[src/rtl/lpm_pkg.sv]
package lpm_pkg;

  localparam int unsigned GATE_W = 2;

  typedef enum logic [GATE_W-1:0] {
    GATE_OPEN    = 2'b00,
    GATE_SHUT    = 2'b01,
    GATE_FREEZE  = 2'b10,
    GATE_FREEZE2 = 2'b11
  } gate_mode_e;

  // entry is permitted only for the open code
  function automatic logic gate_permits(input logic [GATE_W-1:0] v);
    return (v == GATE_OPEN);
  endfunction

  // any code with the upper bit set freezes the field
  function automatic logic gate_freezes(input logic [GATE_W-1:0] v);
    return v[GATE_W-1];
  endfunction

  // index 0 = wait gate, index 1 = stop gate
  function automatic int unsigned gate_lsb(input int unsigned idx);
    return idx * GATE_W;
  endfunction

endpackage

[src/rtl/lpm_gate_field.sv]
module lpm_gate_field
  import lpm_pkg::*;
(
  input  logic              clk,
  input  logic              rst_n,
  input  logic              wr_en,
  input  logic [GATE_W-1:0] wr_val,
  input  logic              exec_i,
  output logic [GATE_W-1:0] val_o,
  output logic              locked_o,
  output logic              enter_o
);

  logic [GATE_W-1:0] val_q;
  logic              lock_q;
  logic              enter_q;
  logic              wr_take;
  logic              lock_set;
  logic              enter_now;

  assign wr_take   = wr_en && !lock_q;
  assign lock_set  = wr_take && gate_freezes(wr_val);
  assign enter_now = exec_i && gate_permits(val_q);

  always_ff @(posedge clk or negedge rst_n) begin
    if (!rst_n) begin
      val_q   <= GATE_OPEN;
      lock_q  <= 1'b0;
      enter_q <= 1'b0;
    end else begin
      if (wr_take) val_q <= wr_val;
      if (lock_set) lock_q <= 1'b1;
      enter_q <= enter_now;
    end
  end

  assign val_o    = val_q;
  assign locked_o = lock_q;
  assign enter_o  = enter_q;


  enter_gated_chk: assert property (@(posedge clk) disable iff (!rst_n)
    enter_q |-> ($past(exec_i) && ($past(val_q) == GATE_OPEN)));


  write_lands_chk: assert property (@(posedge clk) disable iff (!rst_n)
    (wr_en && !lock_q) |=> (val_q == $past(wr_val)));


  frozen_hold_chk: assert property (@(posedge clk) disable iff (!rst_n)
    lock_q |=> $stable(val_q));


  lock_sticky_chk: assert property (@(posedge clk) disable iff (!rst_n)
    lock_q |=> lock_q);

endmodule

[src/rtl/lpm_swrst_pulse.sv]
module lpm_swrst_pulse #(
  parameter int unsigned DATA_W  = 16,
  parameter int unsigned TRIG_BIT = 4
) (
  input  logic              clk,
  input  logic              rst_n,
  input  logic              wr_hit,
  input  logic [DATA_W-1:0] wdata,
  output logic              pulse_o
);

  logic trig_now;
  logic pulse_q;

  assign trig_now = wr_hit && wdata[TRIG_BIT];

  always_ff @(posedge clk or negedge rst_n) begin
    if (!rst_n) pulse_q <= 1'b0;
    else        pulse_q <= trig_now;
  end

  assign pulse_o = pulse_q;


  pulse_cause_chk: assert property (@(posedge clk) disable iff (!rst_n)
    pulse_q |-> $past(wr_hit && wdata[TRIG_BIT]));


  pulse_single_chk: assert property (@(posedge clk) disable iff (!rst_n)
    (pulse_q && !$past(trig_now, 1) ) |-> 1'b0);

endmodule

[src/rtl/lpm_gate_ctrl.sv]
module lpm_gate_ctrl
  import lpm_pkg::*;
#(
  parameter int unsigned ADDR_W    = 4,
  parameter int unsigned DATA_W    = 16,
  parameter int unsigned CTRL_ADDR = 0,
  parameter int unsigned TRIG_BIT  = 4
) (
  input  logic              clk,
  input  logic              rst_n,
  input  logic [ADDR_W-1:0] bus_addr,
  input  logic              bus_we,
  input  logic [DATA_W-1:0] bus_wdata,
  output logic [DATA_W-1:0] bus_rdata,
  input  logic              stop_exec,
  input  logic              wait_exec,
  output logic              stop_enter,
  output logic              wait_enter,
  output logic              sw_reset_req
);

  localparam int unsigned NUM_GATES = 2;
  localparam logic [ADDR_W-1:0] CTRL_A = ADDR_W'(CTRL_ADDR);

  logic                               addr_hit;
  logic                               wr_hit;
  logic [NUM_GATES-1:0]               exec_vec;
  logic [NUM_GATES-1:0]               enter_vec;
  logic [NUM_GATES-1:0]               lock_vec;
  logic [NUM_GATES-1:0][GATE_W-1:0]   gate_val;
  logic [DATA_W-1:0]                  rd_image;

  assign addr_hit = (bus_addr == CTRL_A);
  assign wr_hit   = bus_we && addr_hit;
  assign exec_vec = {stop_exec, wait_exec};

  for (genvar g = 0; g < NUM_GATES; g++) begin : g_gate
    lpm_gate_field u_fld (
      .clk      (clk),
      .rst_n    (rst_n),
      .wr_en    (wr_hit),
      .wr_val   (bus_wdata[gate_lsb(g) +: GATE_W]),
      .exec_i   (exec_vec[g]),
      .val_o    (gate_val[g]),
      .locked_o (lock_vec[g]),
      .enter_o  (enter_vec[g])
    );
  end

  always_comb begin
    rd_image = '0;
    for (int i = 0; i < NUM_GATES; i++) begin
      rd_image[gate_lsb(i) +: GATE_W] = gate_val[i];
    end
  end

  assign bus_rdata  = addr_hit ? rd_image : '0;
  assign wait_enter = enter_vec[0];
  assign stop_enter = enter_vec[1];

  lpm_swrst_pulse #(
    .DATA_W   (DATA_W),
    .TRIG_BIT (TRIG_BIT)
  ) u_swrst (
    .clk     (clk),
    .rst_n   (rst_n),
    .wr_hit  (wr_hit),
    .wdata   (bus_wdata),
    .pulse_o (sw_reset_req)
  );


  lock_split_chk: assert property (@(posedge clk) disable iff (!rst_n)
    (wr_hit && lock_vec[1] && !lock_vec[0]) |=>
      (gate_val[0] == $past(bus_wdata[gate_lsb(0) +: GATE_W])));


  stray_write_chk: assert property (@(posedge clk) disable iff (!rst_n)
    (bus_we && !addr_hit) |=> (!sw_reset_req && $stable(gate_val)));

endmodule

[config.mk]
export PLATFORM = sky130hd
export DESIGN_NAME = lpm_gate_ctrl
export DESIGN_NICKNAME = d
export VERILOG_FILES = /design/src/rtl/lpm_pkg.sv /design/src/rtl/lpm_gate_field.sv /design/src/rtl/lpm_swrst_pulse.sv /design/src/rtl/lpm_gate_ctrl.sv
export SDC_FILE = /design/constraint.sdc
export NUM_CORES = 1
export LEC_CHECK = 0
export ABC_CLOCK_PERIOD_IN_PS = 850
export BUFFER_PORTS_ARGS = -buffer_cell sky130_fd_sc_hd__buf_2
export CORE_MARGIN = 1.5
export CORE_UTILIZATION = 31
export CTS_CLUSTER_DIAMETER = 120
export DETAILED_ROUTE_END_ITERATION = 10
export PLACE_DENSITY = 0.72
export SYNTH_ARGS = -nofsm -noshare
export SYNTH_HDL_FRONTEND = slang
export SYNTH_SLANG_ARGS = --single-unit
[constraint.sdc]
create_clock -name clk -period 0.85 [get_ports clk]
set_input_delay 0 -clock clk [delete_from_list [all_inputs] [get_ports clk]]
set_output_delay 0 -clock clk [all_outputs]
set_load 0.005 [all_outputs]
==> flow_metrics.tcl <==
set metrics [dict create \
    status "finished with violations" \
    violations "setup timing" \
    timing.rr.end "g_gate[0].u_fld.val_o[0]$_DFFE_PN0P_" \
    fin_crit_ps 967 \
    power_frac_seq_pct 45.6 \
    synth_area_leaders "dfrtp_1 (48%), buf_4 (19%), mux2_2 (9.6%)" \
    wl_mm 1.27 \
    yosys.area.top_type_share_pct 47.9 \
    endpoint "g_gate[0].u_fld.val_o[0]$_DFFE_PN0P_" \
    routedWlPerCell_um 13.5 \
    synth_ff_type "dfrtp_1" \
    fin_nets 105 \
    first_pass_iters 1 \
    crit_type "reg -> reg" \
    clk-insertion-delay-late_ps 260 \
    drc 0 \
    power_switching_mw 0.309 \
    fmax_mhz 1030 \
    placedCellCount 75 \
    dp_slack_ps -232 \
    postSynthCellCount 38 \
    r2r_slack_ps -120 \
    syn2layout_area_growth_pct 62.2 \
    ant_nets 0 \
    final_cells 94 \
    synth_area_leader_cell "dfrtp_1" \
    r2r_cells 2 \
    core_area_mm2 0.00135 \
    layout_worst_path_cycle_share_pct 114 \
    endpoint_kind "flop" \
    grt_pass1_wl_mm 1.92 \
    start_util_pct 34.8 \
    clkPwrFrac_pct 27.4 \
    antenna_cells 0 \
    clock_sinks 9 \
    clkSlewWorstSetupHoldPaths_ps 60 \
    synth_seq_cells 9 \
    crit_fanout 2 \
    rsz0062_at_grt "yes" \
    fin_ws_ps -117 \
    synth_cell_types 10 \
    drt_iter0_markers 0 \
    port_buffers 20 \
    htree_levels 1 \
    async_flop_share_pct 100 \
    placed_cell_area_um2 563 \
    p_per_area_mw_per_mm2 1570 \
    die_area_mm2 0.00176 \
    p_int_mw 0.892 \
    finalClockSkew_ps 0.263 \
    pwr-share-comb_pct 27.0 \
    cts_tree "yes" \
    synth_most_common_cell "buf_4" \
    die_h_um 42.0 \
    r2r_start "g_gate[0].u_fld.locked_o$_DFFE_PN0P_" \
    hp-class "in -> reg" \
    hold_viol_final 0 \
    antenna_found_initial 0 \
    worst_ep_arrival_time_ps 1120 \
    ys_seq_area_share_pct 47.9 \
    synth_edf_count 0 \
    gp_congestion 0.685 \
    drv_slew 0 \
    p_sw_share_pct 25.7 \
    final_cell_area_um2 763 \
    pin_count 44 \
    setup_violations 8 \
    crit_start "g_gate[0].u_fld.locked_o$_DFFE_PN0P_" \
    rows 13 \
    cap_viol_max_count 0 \
    min-delay-start "bus_we" \
    synth_warnings 0 \
    overflow 0 \
    ys_top_cells_by_count "buf_4 (12), dfrtp_1 (9), and2_2 (4), mux2_2 (4)" \
    worstSetupStartpointType "flop" \
    grt_pass1_vias 434 \
    dieWidth_um 42.0 \
    fillers 101 \
    dp.final_hpwl_um 604 \
    power_leakage_nw 0.402 \
    synth_area_per_cell_um2 12.4 \
    cts-root-to-sink-buffers 2 \
    fin_util_pct 56.5 \
    netlist_area_um2 470 \
    cts_made_buffers 3 \
    clockRootBuffer "clkbuf_4" \
    grt_use_total_pct 15.8 \
    drt-vias-per-instance 4.44 \
    vdd_drop_max_mv 0.720 \
    num_vias 417 \
    grt_max_degree 10 \
    crit_required_ps 1000 \
    drive_gt1_share_pct 58.2 \
]
## timing repair
| action | in CTS | in global routing |
|---|---|---|
| setup buffers | 5 | 2 |
| setup endpoints to repair | 8 | 9 |
| hold buffers | 8 | 0 |
| gates resized for setup | 8 | 2 |
| pin swaps | 1 | 1 |
| endpoints found under the hold margin | 18 | 0 |
## critical path, cell delays in order (launching register included)
cell      delay [ps]
dfrtp_1          370
nand3b_1         190
mux2_2           290
## flip-flops by register name, indices dropped and copies added (netlist names)
signal	flops
g_gate.u_fld.enter_o	2
u_swrst.pulse_o	1
g_gate.u_fld.locked_o	2
g_gate.u_fld.val_o	4
## per-layer routing
metal	share of wire (%)	track usage (%)
met1	28	11.5
met2	54	32.2
met3	10	4.78
met4	7.6	11.6
met5	0	0
## worst min-delay path by stage
stage / end / cells past startpoint
6_report: g_gate[0].u_fld.locked_o$_DFFE_PN0P_ / 2
5_1_grt: g_gate[1].u_fld.locked_o$_DFFE_PN0P_ / 2
4_1_cts: g_gate[0].u_fld.locked_o$_DFFE_PN0P_ / 2
3_5_place_dp: g_gate[1].u_fld.enter_o$_DFF_PN0_ / 1
3_3_place_gp: g_gate[1].u_fld.enter_o$_DFF_PN0_ / 1
2_1_floorplan: g_gate[0].u_fld.enter_o$_DFF_PN0_ / 0
## cell type report
| cell class | instances | area (um^2) | share of cell area (%) |
|---|---|---|---|
| Sequential cell | 9 | 225 | 29.5 |
| Tap cell | 15 | 18.8 | 2.46 |
| Timing Repair Buffer | 38 | 287 | 37.5 |
| Clock buffer | 4 | 26.3 | 3.44 |
| Multi-Input combinational cell | 28 | 206 | 27.0 |
## power by group through the flow
| stage | registers, mW | logic [mW] | clock network, mW |
|---|---|---|---|
| 2_1_floorplan | 0.551 | 0.137 | 0 |
| 3_3_place_gp | 0.556 | 0.173 | 0 |
| 3_5_place_dp | 0.559 | 0.177 | 0 |
| 4_1_cts | 0.544 | 0.289 | 0.346 |
| 5_1_grt | 0.554 | 0.348 | 0.370 |
| 6_report | 0.548 | 0.325 | 0.329 |
## placed cells by master (no fill, tap or decap), types with 3 or more instances in the layout
| master | n |
|---|---|
| and2_4 | 4 |
| buf_2 | 15 |
| buf_4 | 10 |
| buf_6 | 5 |
| clkbuf_4 | 3 |
| conb_1 | 12 |
| dfrtp_1 | 9 |
| dlygate4sd3_1 | 8 |
| mux2_2 | 4 |
## through the flow
| stage | hold slack (ps) | power (mW) | setup TNS, ps |
|---|---|---|---|
| floorplan | -296 | 0.688 | -290 |
| global placement | -141 | 0.728 | -933 |
| detailed placement | -140 | 0.736 | -1130 |
| CTS | 30.1 | 1.18 | -629 |
| global route | 46.9 | 1.27 | -869 |
| finish | 38.0 | 1.20 | -596 |
## cell families after synthesis
group | Yosys count | share of synthesized area, %
buffers and inverters | 12 | 19.1
AND/OR/NAND/NOR | 10 | 18.9
flip-flops | 9 | 47.9
multiplexers | 4 | 9.57
AO/OA/AOI/OAI | 2 | 3.72
other | 1 | 0.797
(Power assumes the default switching activity.)
